$ cat config.mk
export PLATFORM = sky130hd
export DESIGN_NAME = pwr_slot_seq
export DESIGN_NICKNAME = d
export VERILOG_FILES = /design/src/rtl/pss_pkg.sv /design/src/rtl/pss_rst_sync.sv /design/src/rtl/pss_len_calc.sv /design/src/rtl/pss_timer.sv /design/src/rtl/pss_fsm.sv /design/src/rtl/pss_en_bank.sv /design/src/rtl/pwr_slot_seq.sv
export SDC_FILE = /design/constraint.sdc
export NUM_CORES = 1
export LEC_CHECK = 0
export ABC_AREA = 1
export ABC_CLOCK_PERIOD_IN_PS = 2500
export CAP_MARGIN = 20
export CORE_UTILIZATION = 25
export DETAILED_ROUTE_END_ITERATION = 6
export SYNTH_ARGS = -nofsm -noshare
export SYNTH_HDL_FRONTEND = slang
export SYNTH_HIERARCHICAL = 1
export SYNTH_SLANG_ARGS = --single-unit
$ cat constraint.sdc
create_clock -name clk -period 2.5 [get_ports clk]
set_input_delay 0.5 -clock clk [delete_from_list [all_inputs] [get_ports clk]]
set_output_delay 0.5 -clock clk [all_outputs]
set_load 0.02 [all_outputs]
$ cat src/rtl/pss_pkg.sv
package pss_pkg;
  typedef enum logic [2:0] {
    ST_OFF,
    ST_UP,
    ST_DLY,
    ST_ON,
    ST_DN
  } seq_state_t;

  localparam logic [1:0] CODE_ON   = 2'b11;
  localparam logic [1:0] CODE_IDLE = 2'b00;
endpackage

$ cat src/rtl/pss_rst_sync.sv
module pss_rst_sync (
  input  logic clk,
  input  logic arst_n,
  output logic rst_n_sync
);
  logic stage_q;

  always_ff @(posedge clk or negedge arst_n) begin
    if (!arst_n) begin
      stage_q    <= 1'b0;
      rst_n_sync <= 1'b0;
    end else begin
      stage_q    <= 1'b1;
      rst_n_sync <= stage_q;
    end
  end
endmodule

$ cat src/rtl/pss_len_calc.sv
module pss_len_calc #(
  parameter int TIME_W      = 8,
  parameter int DLY_W       = 4,
  parameter int CNT_W       = 18,
  parameter int STEP_SMALL  = 250,
  parameter int STEP_LARGE  = 1000,
  parameter int DLY_SHORT   = 100,
  parameter int DLY_LONG    = 1000
) (
  input  logic              step_sel,
  input  logic [TIME_W-1:0] up_time,
  input  logic [TIME_W-1:0] dn_time,
  input  logic [DLY_W-1:0]  dly_code,
  output logic [CNT_W-1:0]  up_len,
  output logic [CNT_W-1:0]  dn_len,
  output logic [CNT_W-1:0]  dly_len
);
  logic [CNT_W-1:0] step_w;
  logic [CNT_W-1:0] half_w;
  logic [CNT_W-1:0] dly_base;

  // Slot length: multiplier times step plus half a step
  assign step_w = step_sel ? CNT_W'(STEP_LARGE) : CNT_W'(STEP_SMALL);
  assign half_w = step_w >> 1;
  assign up_len = (CNT_W'(up_time) * step_w) + half_w;
  assign dn_len = (CNT_W'(dn_time) * step_w) + half_w;

  // Delay code: top bit picks the range, low bits are a power of two
  assign dly_base = dly_code[DLY_W-1] ? CNT_W'(DLY_LONG) : CNT_W'(DLY_SHORT);
  assign dly_len  = dly_base << dly_code[DLY_W-2:0];
endmodule

$ cat src/rtl/pss_timer.sv
module pss_timer #(
  parameter int CNT_W = 18
) (
  input  logic             clk,
  input  logic             rst_n,
  input  logic             tick,
  input  logic             run,
  input  logic             load,
  input  logic [CNT_W-1:0] len,
  output logic             expire
);
  logic [CNT_W-1:0] cnt_q;
  logic [CNT_W-1:0] cnt_d;
  logic             cnt_zero;

  assign cnt_zero = (cnt_q == '0);
  assign expire   = run && tick && cnt_zero;

  always_comb begin
    cnt_d = cnt_q;
    if (load) begin
      cnt_d = (len == '0) ? '0 : (len - CNT_W'(1));
    end else if (run && tick && !cnt_zero) begin
      cnt_d = cnt_q - CNT_W'(1);
    end
  end

  always_ff @(posedge clk or negedge rst_n) begin
    if (!rst_n) begin
      cnt_q <= '0;
    end else begin
      cnt_q <= cnt_d;
    end
  end

  // without a tick or a reload the count must not move
  p_tick_gate_r9: assert property (@(posedge clk) disable iff (!rst_n)
    (!load && !tick) |=> $stable(cnt_q));
endmodule

$ cat src/rtl/pss_fsm.sv
module pss_fsm
  import pss_pkg::*;
#(
  parameter int SLOT_W = 4,
  parameter int CNT_W  = 18
) (
  input  logic              clk,
  input  logic              rst_n,
  input  logic              act_req,
  input  logic              force_off,
  input  logic              expire,
  input  logic [CNT_W-1:0]  up_len,
  input  logic [CNT_W-1:0]  dn_len,
  input  logic [CNT_W-1:0]  dly_len,
  output logic              run,
  output logic              load,
  output logic [CNT_W-1:0]  load_len,
  output logic [SLOT_W-1:0] slot,
  output logic              evt_up,
  output logic              evt_dn,
  output logic              sys_rst_n,
  output logic [1:0]        state_code
);
  localparam logic [SLOT_W-1:0] SLOT_FIRST = SLOT_W'(1);
  localparam logic [SLOT_W-1:0] SLOT_LAST  = '1;

  seq_state_t        st_q, st_d;
  logic [SLOT_W-1:0] slot_q, slot_d;
  logic              rst_d;
  logic [1:0]        code_d;

  assign run  = (st_q == ST_UP) || (st_q == ST_DLY) || (st_q == ST_DN);
  assign slot = slot_q;

  always_comb begin
    st_d     = st_q;
    slot_d   = slot_q;
    load     = 1'b0;
    load_len = up_len;
    evt_up   = 1'b0;
    evt_dn   = 1'b0;
    if (force_off) begin
      st_d   = ST_OFF;
      slot_d = '0;
    end else begin
      unique case (st_q)
        ST_OFF: begin
          if (act_req) begin
            st_d     = ST_UP;
            slot_d   = SLOT_FIRST;
            load     = 1'b1;
            load_len = up_len;
          end
        end
        ST_UP: begin
          if (!act_req) begin
            st_d     = ST_DN;
            slot_d   = SLOT_FIRST;
            load     = 1'b1;
            load_len = dn_len;
          end else if (expire) begin
            evt_up = 1'b1;
            load   = 1'b1;
            if (slot_q == SLOT_LAST) begin
              st_d     = ST_DLY;
              slot_d   = '0;
              load_len = dly_len;
            end else begin
              slot_d   = slot_q + 1'b1;
              load_len = up_len;
            end
          end
        end
        ST_DLY: begin
          if (!act_req) begin
            st_d     = ST_DN;
            slot_d   = SLOT_FIRST;
            load     = 1'b1;
            load_len = dn_len;
          end else if (expire) begin
            st_d = ST_ON;
          end
        end
        ST_ON: begin
          if (!act_req) begin
            st_d     = ST_DN;
            slot_d   = SLOT_FIRST;
            load     = 1'b1;
            load_len = dn_len;
          end
        end
        ST_DN: begin
          if (act_req) begin
            st_d     = ST_UP;
            slot_d   = SLOT_FIRST;
            load     = 1'b1;
            load_len = up_len;
          end else if (expire) begin
            evt_dn = 1'b1;
            if (slot_q == SLOT_LAST) begin
              st_d   = ST_OFF;
              slot_d = '0;
            end else begin
              slot_d   = slot_q + 1'b1;
              load     = 1'b1;
              load_len = dn_len;
            end
          end
        end
        default: begin
          st_d   = ST_OFF;
          slot_d = '0;
        end
      endcase
    end
    rst_d  = (st_d == ST_ON);
    code_d = rst_d ? CODE_ON : CODE_IDLE;
  end

  always_ff @(posedge clk or negedge rst_n) begin
    if (!rst_n) begin
      st_q       <= ST_OFF;
      slot_q     <= '0;
      sys_rst_n  <= 1'b0;
      state_code <= CODE_IDLE;
    end else begin
      st_q       <= st_d;
      slot_q     <= slot_d;
      sys_rst_n  <= rst_d;
      state_code <= code_d;
    end
  end

  // reset is released only out of the delay phase
  p_rst_release_r5: assert property (@(posedge clk) disable iff (!rst_n)
    $rose(sys_rst_n) |-> ($past(st_q) == ST_DLY));

  // losing the request while active asserts reset on the next edge
  p_rst_drop_r6: assert property (@(posedge clk) disable iff (!rst_n)
    (st_q == ST_ON && !act_req) |=> !sys_rst_n);

  // a running sequence always points at a real slot
  p_slot_nonzero_r3: assert property (@(posedge clk) disable iff (!rst_n)
    (st_q == ST_UP || st_q == ST_DN) |-> (slot_q != '0));

  // emergency input lands in shutdown with reset asserted
  p_force_off_r8: assert property (@(posedge clk) disable iff (!rst_n)
    force_off |=> (st_q == ST_OFF && !sys_rst_n && state_code == CODE_IDLE));
endmodule

$ cat src/rtl/pss_en_bank.sv
module pss_en_bank #(
  parameter int N_EN   = 12,
  parameter int SLOT_W = 4
) (
  input  logic                     clk,
  input  logic                     rst_n,
  input  logic                     force_off,
  input  logic                     evt_up,
  input  logic                     evt_dn,
  input  logic [SLOT_W-1:0]        slot,
  input  logic [N_EN*SLOT_W-1:0]   up_map,
  input  logic [N_EN*SLOT_W-1:0]   dn_map,
  output logic [N_EN-1:0]          en_q
);
  logic [N_EN-1:0] en_d;

  for (genvar i = 0; i < N_EN; i++) begin : g_lane
    logic hit_up;
    logic hit_dn;
    // slot is never 0 while an event fires, so a 0 mapping never matches
    assign hit_up = (up_map[i*SLOT_W +: SLOT_W] == slot);
    assign hit_dn = (dn_map[i*SLOT_W +: SLOT_W] == slot);

    always_comb begin
      en_d[i] = en_q[i];
      if (force_off) begin
        en_d[i] = 1'b0;
      end else if (evt_up && hit_up) begin
        en_d[i] = 1'b1;
      end else if (evt_dn && hit_dn) begin
        en_d[i] = 1'b0;
      end
    end
  end

  always_ff @(posedge clk or negedge rst_n) begin
    if (!rst_n) begin
      en_q <= '0;
    end else begin
      en_q <= en_d;
    end
  end

  // an enable only rises on an up-slot event
  p_rise_on_up_r3: assert property (@(posedge clk) disable iff (!rst_n)
    !evt_up |=> ((en_q & ~$past(en_q)) == '0));

  // an enable only falls on a down-slot event or an emergency
  p_fall_on_dn_r6: assert property (@(posedge clk) disable iff (!rst_n)
    (!evt_dn && !force_off) |=> ((~en_q & $past(en_q)) == '0));

  // emergency clears every lane
  p_force_clear_r8: assert property (@(posedge clk) disable iff (!rst_n)
    force_off |=> (en_q == '0));
endmodule

$ cat src/rtl/pwr_slot_seq.sv
module pwr_slot_seq #(
  parameter int N_EN          = 12,
  parameter int SLOT_W        = 4,
  parameter int TIME_W        = 8,
  parameter int DLY_W         = 4,
  parameter int STEP_SMALL_US = 250,
  parameter int STEP_LARGE_US = 1000,
  parameter int DLY_SHORT_US  = 100,
  parameter int DLY_LONG_US   = 1000
) (
  input  logic                   clk,
  input  logic                   rst_n,
  input  logic                   tick_us,
  input  logic                   act_req,
  input  logic                   backup,
  input  logic                   failsafe,
  input  logic                   step_sel,
  input  logic [TIME_W-1:0]      up_time,
  input  logic [TIME_W-1:0]      dn_time,
  input  logic [N_EN*SLOT_W-1:0] up_slot_map,
  input  logic [N_EN*SLOT_W-1:0] dn_slot_map,
  input  logic [DLY_W-1:0]       rst_dly_code,
  output logic [N_EN-1:0]        en_out,
  output logic                   sys_rst_n,
  output logic [1:0]             seq_state
);
  localparam int STEP_MAX  = (STEP_LARGE_US > STEP_SMALL_US) ? STEP_LARGE_US : STEP_SMALL_US;
  localparam int SLOT_MAX  = ((2**TIME_W) - 1) * STEP_MAX + STEP_MAX / 2;
  localparam int DLY_UNIT  = (DLY_LONG_US > DLY_SHORT_US) ? DLY_LONG_US : DLY_SHORT_US;
  localparam int DLY_MAX   = DLY_UNIT * (2**((2**(DLY_W-1)) - 1));
  localparam int LEN_MAX   = (SLOT_MAX > DLY_MAX) ? SLOT_MAX : DLY_MAX;
  localparam int CNT_W     = $clog2(LEN_MAX + 1);

  logic              rst_i;
  logic              force_off;
  logic [CNT_W-1:0]  up_len, dn_len, dly_len, load_len;
  logic              run, load, expire, evt_up, evt_dn;
  logic [SLOT_W-1:0] slot;

  assign force_off = backup || failsafe;

  pss_rst_sync u_rst (
    .clk        (clk),
    .arst_n     (rst_n),
    .rst_n_sync (rst_i)
  );

  pss_len_calc #(
    .TIME_W     (TIME_W),
    .DLY_W      (DLY_W),
    .CNT_W      (CNT_W),
    .STEP_SMALL (STEP_SMALL_US),
    .STEP_LARGE (STEP_LARGE_US),
    .DLY_SHORT  (DLY_SHORT_US),
    .DLY_LONG   (DLY_LONG_US)
  ) u_len (
    .step_sel (step_sel),
    .up_time  (up_time),
    .dn_time  (dn_time),
    .dly_code (rst_dly_code),
    .up_len   (up_len),
    .dn_len   (dn_len),
    .dly_len  (dly_len)
  );

  pss_timer #(.CNT_W(CNT_W)) u_timer (
    .clk    (clk),
    .rst_n  (rst_i),
    .tick   (tick_us),
    .run    (run),
    .load   (load),
    .len    (load_len),
    .expire (expire)
  );

  pss_fsm #(.SLOT_W(SLOT_W), .CNT_W(CNT_W)) u_fsm (
    .clk        (clk),
    .rst_n      (rst_i),
    .act_req    (act_req),
    .force_off  (force_off),
    .expire     (expire),
    .up_len     (up_len),
    .dn_len     (dn_len),
    .dly_len    (dly_len),
    .run        (run),
    .load       (load),
    .load_len   (load_len),
    .slot       (slot),
    .evt_up     (evt_up),
    .evt_dn     (evt_dn),
    .sys_rst_n  (sys_rst_n),
    .state_code (seq_state)
  );

  pss_en_bank #(.N_EN(N_EN), .SLOT_W(SLOT_W)) u_bank (
    .clk       (clk),
    .rst_n     (rst_i),
    .force_off (force_off),
    .evt_up    (evt_up),
    .evt_dn    (evt_dn),
    .slot      (slot),
    .up_map    (up_slot_map),
    .dn_map    (dn_slot_map),
    .en_q      (en_out)
  );
endmodule

==> out/qor.txt <==
Via count of the first global-routing pass: 10,700
Layout cells sized above 1: 0.298
Clock-pin transition on the worst setup and hold timing paths: 0.06 ns
Antenna violations before repair: 1
Height of the chip: 200 um
Number of warning messages in the yosys log: 6
Detailed-route via count: 11,000
Kind of capture point of the worst setup path: flop
TritonCTS clock tree: done
Power density over cell area: 1010 mW/mm^2
CTS H-tree lvls: 2
Final hold slack: 0.315 ns
Min Clock Period, post-route: 4.83 ns
IR Drop Worst-Case VDD: 783 uV
Pin count of the biggest net entering global routing: 39
Number of DRC markers in iteration 0: 477
Mean routed wirelength per cell: 13.1 um
Final Instance Area: 0.0149 sq mm
Wire length of the first global-routing pass: 50,100 um
Slowest cell on the critical path: fa_2
Combined flip-flop and latch cell area: 0.00100 sq mm
Final setup vio count: 20
Source-to-sink clock delay at the later pin of the worst-skew pair: 0.29 ns
Setup Slack @ Placement: -3.12 ns
Timing-limited maximum frequency: 207 MHz
Worst path top cell family by delay: adder cells
Clk_skew: 0.00338 ns
Number of nets with antenna violations after routing: 0
Initial core utilization: 0.257
Synth Area per Inst: 6.18 sq um
Crit path launch type: input port
Number of buffers added by the clock tree synthesis step: 5
Sequential share of the synthesized area: 0.103
Largest incremental delay on the critical path: 0.57 ns
Post-route fraction of the period consumed by the critical path: 1.93
Data required, critical path: 2.68 ns
Static leakage power: 0.00781 uW
Setup repair after global routing missed its margin: yes
Number of buffers inserted by port buffering: 137
Die width: 200 um
Maximum fanout encountered on the critical timing path: 6
Slew Limit Headroom: 0.583
Failing checks: DRC, setup timing
Minimum setup slack in the final design: -2.33 ns
Total Die Area: 0.0398 sq mm
Post-detailed-route DRC marker count: 1
Yosys cell types: 43
Count of pins over their slew limit: 0
# rows: 71
Total cell area at the placement stage: 0.0135 sq mm
Sink Count: 40
Layout fillers: 4,010
Setup Crit Path Kind: in2reg
Flop and latch count out of synthesis: 40
Final-report hold violation count: 0
Ant. Diodes: 0
Worst hold path class: reg2async
Outcome: finished with violations
Hold-fix buffers, CTS: 0
Max-capacitance violation count: 0
Number of iterations in the first detailed-routing pass: 7
Core Area: 0.0380 sq mm
Post-placement cell count: 2,431
Most numerous cell on the critical path: nand2_1
Final nets: 2,250
Max Buffers Root-to-Sink: 2
Accumulated negative setup slack: -41.07 ns
Gp weighted congestion: 0.883
Master cell of the clock root buffer: clkbuf_16
CP arrival: 5.01 ns
Post-DP HPWL: 25,300 um
Area of the mapped netlist: 0.00975 sq mm
Count of buffering cells on the critical path with inverters included: 6
Total area of multi-input combinational cells: 0.00849 sq mm
Num ports: 138
Overall track demand over capacity in global routing: 0.155
Transition time of the tightest slew-check pin: 0.624 ns
Global route total overflow: 0
Detailed-route vias per instance: 4.43
Gate count after technology mapping: 1,577
Synth-to-Final Area Change: 52.8%
Final wirelength: 32,300 um
Post-route insts no fill: 2,473
-- cell type report --
type / count / area share
Inverter: 288 / 0.0749
Tap cell: 511 / 0.0429
Clock buffer: 5 / 0.00840
Sequential cell: 40 / 0.0672
Clock inverter: 2 / 0.000840
Timing Repair Buffer: 412 / 0.236
Multi-Input combinational cell: 1215 / 0.570
-- flip-flops by register name, summed over array words and instances (netlist names) --
register,flops
u_timer/cnt_q,18
u_bank/en_q,12
u_fsm/slot,4
u_fsm/st_q,3
u_fsm/state_code,1
u_rst/rst_n_sync,1
u_rst/stage_q,1
-- timing repair --
item                                   4_1_cts  5_1_grt
endpoints found under the hold margin        0        0
cloned                                       2        1
resized for setup                          109      246
setup buffers                               18       17
setup endpoints to repair                   30       33
pin swaps                                   55      141
-- synth_stat cells --
cell type / number / area (sq um)
nand2_1: 549 / 2060
inv_1: 277 / 1040
nor2_1: 169 / 634
ha_1: 91 / 1140
nand3_1: 76 / 380
fa_1: 74 / 1480
a21oi_1: 46 / 230
o21ai_0: 41 / 205
dfrtp_1: 40 / 1000
xnor2_1: 34 / 298
o21ai_1: 23 / 115
nand2_2: 20 / 125
xor2_1: 20 / 175
nand4_1: 19 / 119
buf_6: 12 / 135
buf_4: 11 / 82.6
buf_2: 10 / 50.1
inv_2: 7 / 26.3
o21bai_1: 7 / 52.6
nor2_2: 6 / 37.5
nor2_4: 6 / 67.6
nor3_1: 6 / 30.0
clkbuf_1: 4 / 15.0
nand3_2: 4 / 40.0
a21oi_2: 2 / 17.5
conb_1: 2 / 7.51
inv_4: 2 / 12.5
nand3b_1: 2 / 15.0
nor3_2: 2 / 20.0
o22ai_1: 2 / 12.5
a21o_1: 1 / 7.51
buf_8: 1 / 15.0
clkinv_2: 1 / 5.00
inv_6: 1 / 8.76
nand2_4: 1 / 11.3
nand3_4: 1 / 17.5
nand4_2: 1 / 12.5
nor4_1: 1 / 6.26
o21ai_2: 1 / 8.76
o21ai_4: 1 / 16.3
or2_0: 1 / 6.26
or2_1: 1 / 6.26
or2_2: 1 / 6.26
-- power breakdown --
group	internal [uW]	total (uW)	switching, uW
Clock	363	643	280
Combinational	6180	13600	7400
Sequential	771	854	82.7
Total	7310	15100	7770
-- layout by cell type (no fill, tap or decap), drive strengths merged --
| master | count |
|---|---|
| nor3 | 8 |
| dlygate4sd2 | 8 |
| a21oi | 48 |
| nand4 | 20 |
| clkdlybuf4s15 | 1 |
| inv | 286 |
| a21o | 1 |
| nand2 | 571 |
| buf | 278 |
| or2 | 3 |
| nor4 | 1 |
| o21bai | 7 |
| nand3b | 2 |
| o22ai | 2 |
| nor2 | 182 |
| xor2 | 20 |
| clkinv | 2 |
| fa | 74 |
| xnor2 | 34 |
| clkdlybuf4s50 | 120 |
| conb | 4 |
| o21ai | 66 |
| nand3 | 81 |
| ha | 91 |
| clkinvlp | 2 |
| dfrtp | 40 |
| clkbuf | 10 |
-- metal layers --
metal | GRT usage | wire (um) | vias to the layer above
met4 | 0.0464 | 805 | 2
li1 | - | - | 5560
met2 | 0.285 | 15600 | 287
met5 | 0 | 13 | -
met1 | 0.187 | 13900 | 5051
met3 | 0.0189 | 1960 | 56
-- worst paths after layout --
path                                  startpoint           endpoint  slack (ns)  cells past startpoint
worst max register to register  u_timer/cnt_q[0]   u_timer/cnt_q[9]       -0.68                     25
worst max-delay path                    step_sel  u_timer/cnt_q[17]       -2.33                     32
max in group asynchronous       u_rst/rst_n_sync   u_timer/cnt_q[7]        1.80                      1
worst min register to register  u_rst/rst_n_sync     u_bank/en_q[9]        0.32                      1
worst min-delay path            u_rst/rst_n_sync     u_bank/en_q[9]        0.32                      1
min in group clk                   u_rst/stage_q   u_rst/rst_n_sync        0.35                      0
-- logic make-up after synthesis --
logic type | share of synthesized area
simple gates | 0.369
buf+inv | 0.143
fa+ha+maj | 0.269
compound gates | 0.0683
xor+xnor | 0.0485
flops | 0.103
other cells | 0.000770
-- stage by stage --
stage,power (uW),util
3_5_place_dp,11000,0.354
4_1_cts,12400,0.369
2_1_floorplan,6950,-
6_report,15100,0.392
5_1_grt,16500,0.392
3_3_place_gp,10900,0.354
(Power assumes the default switching activity.)
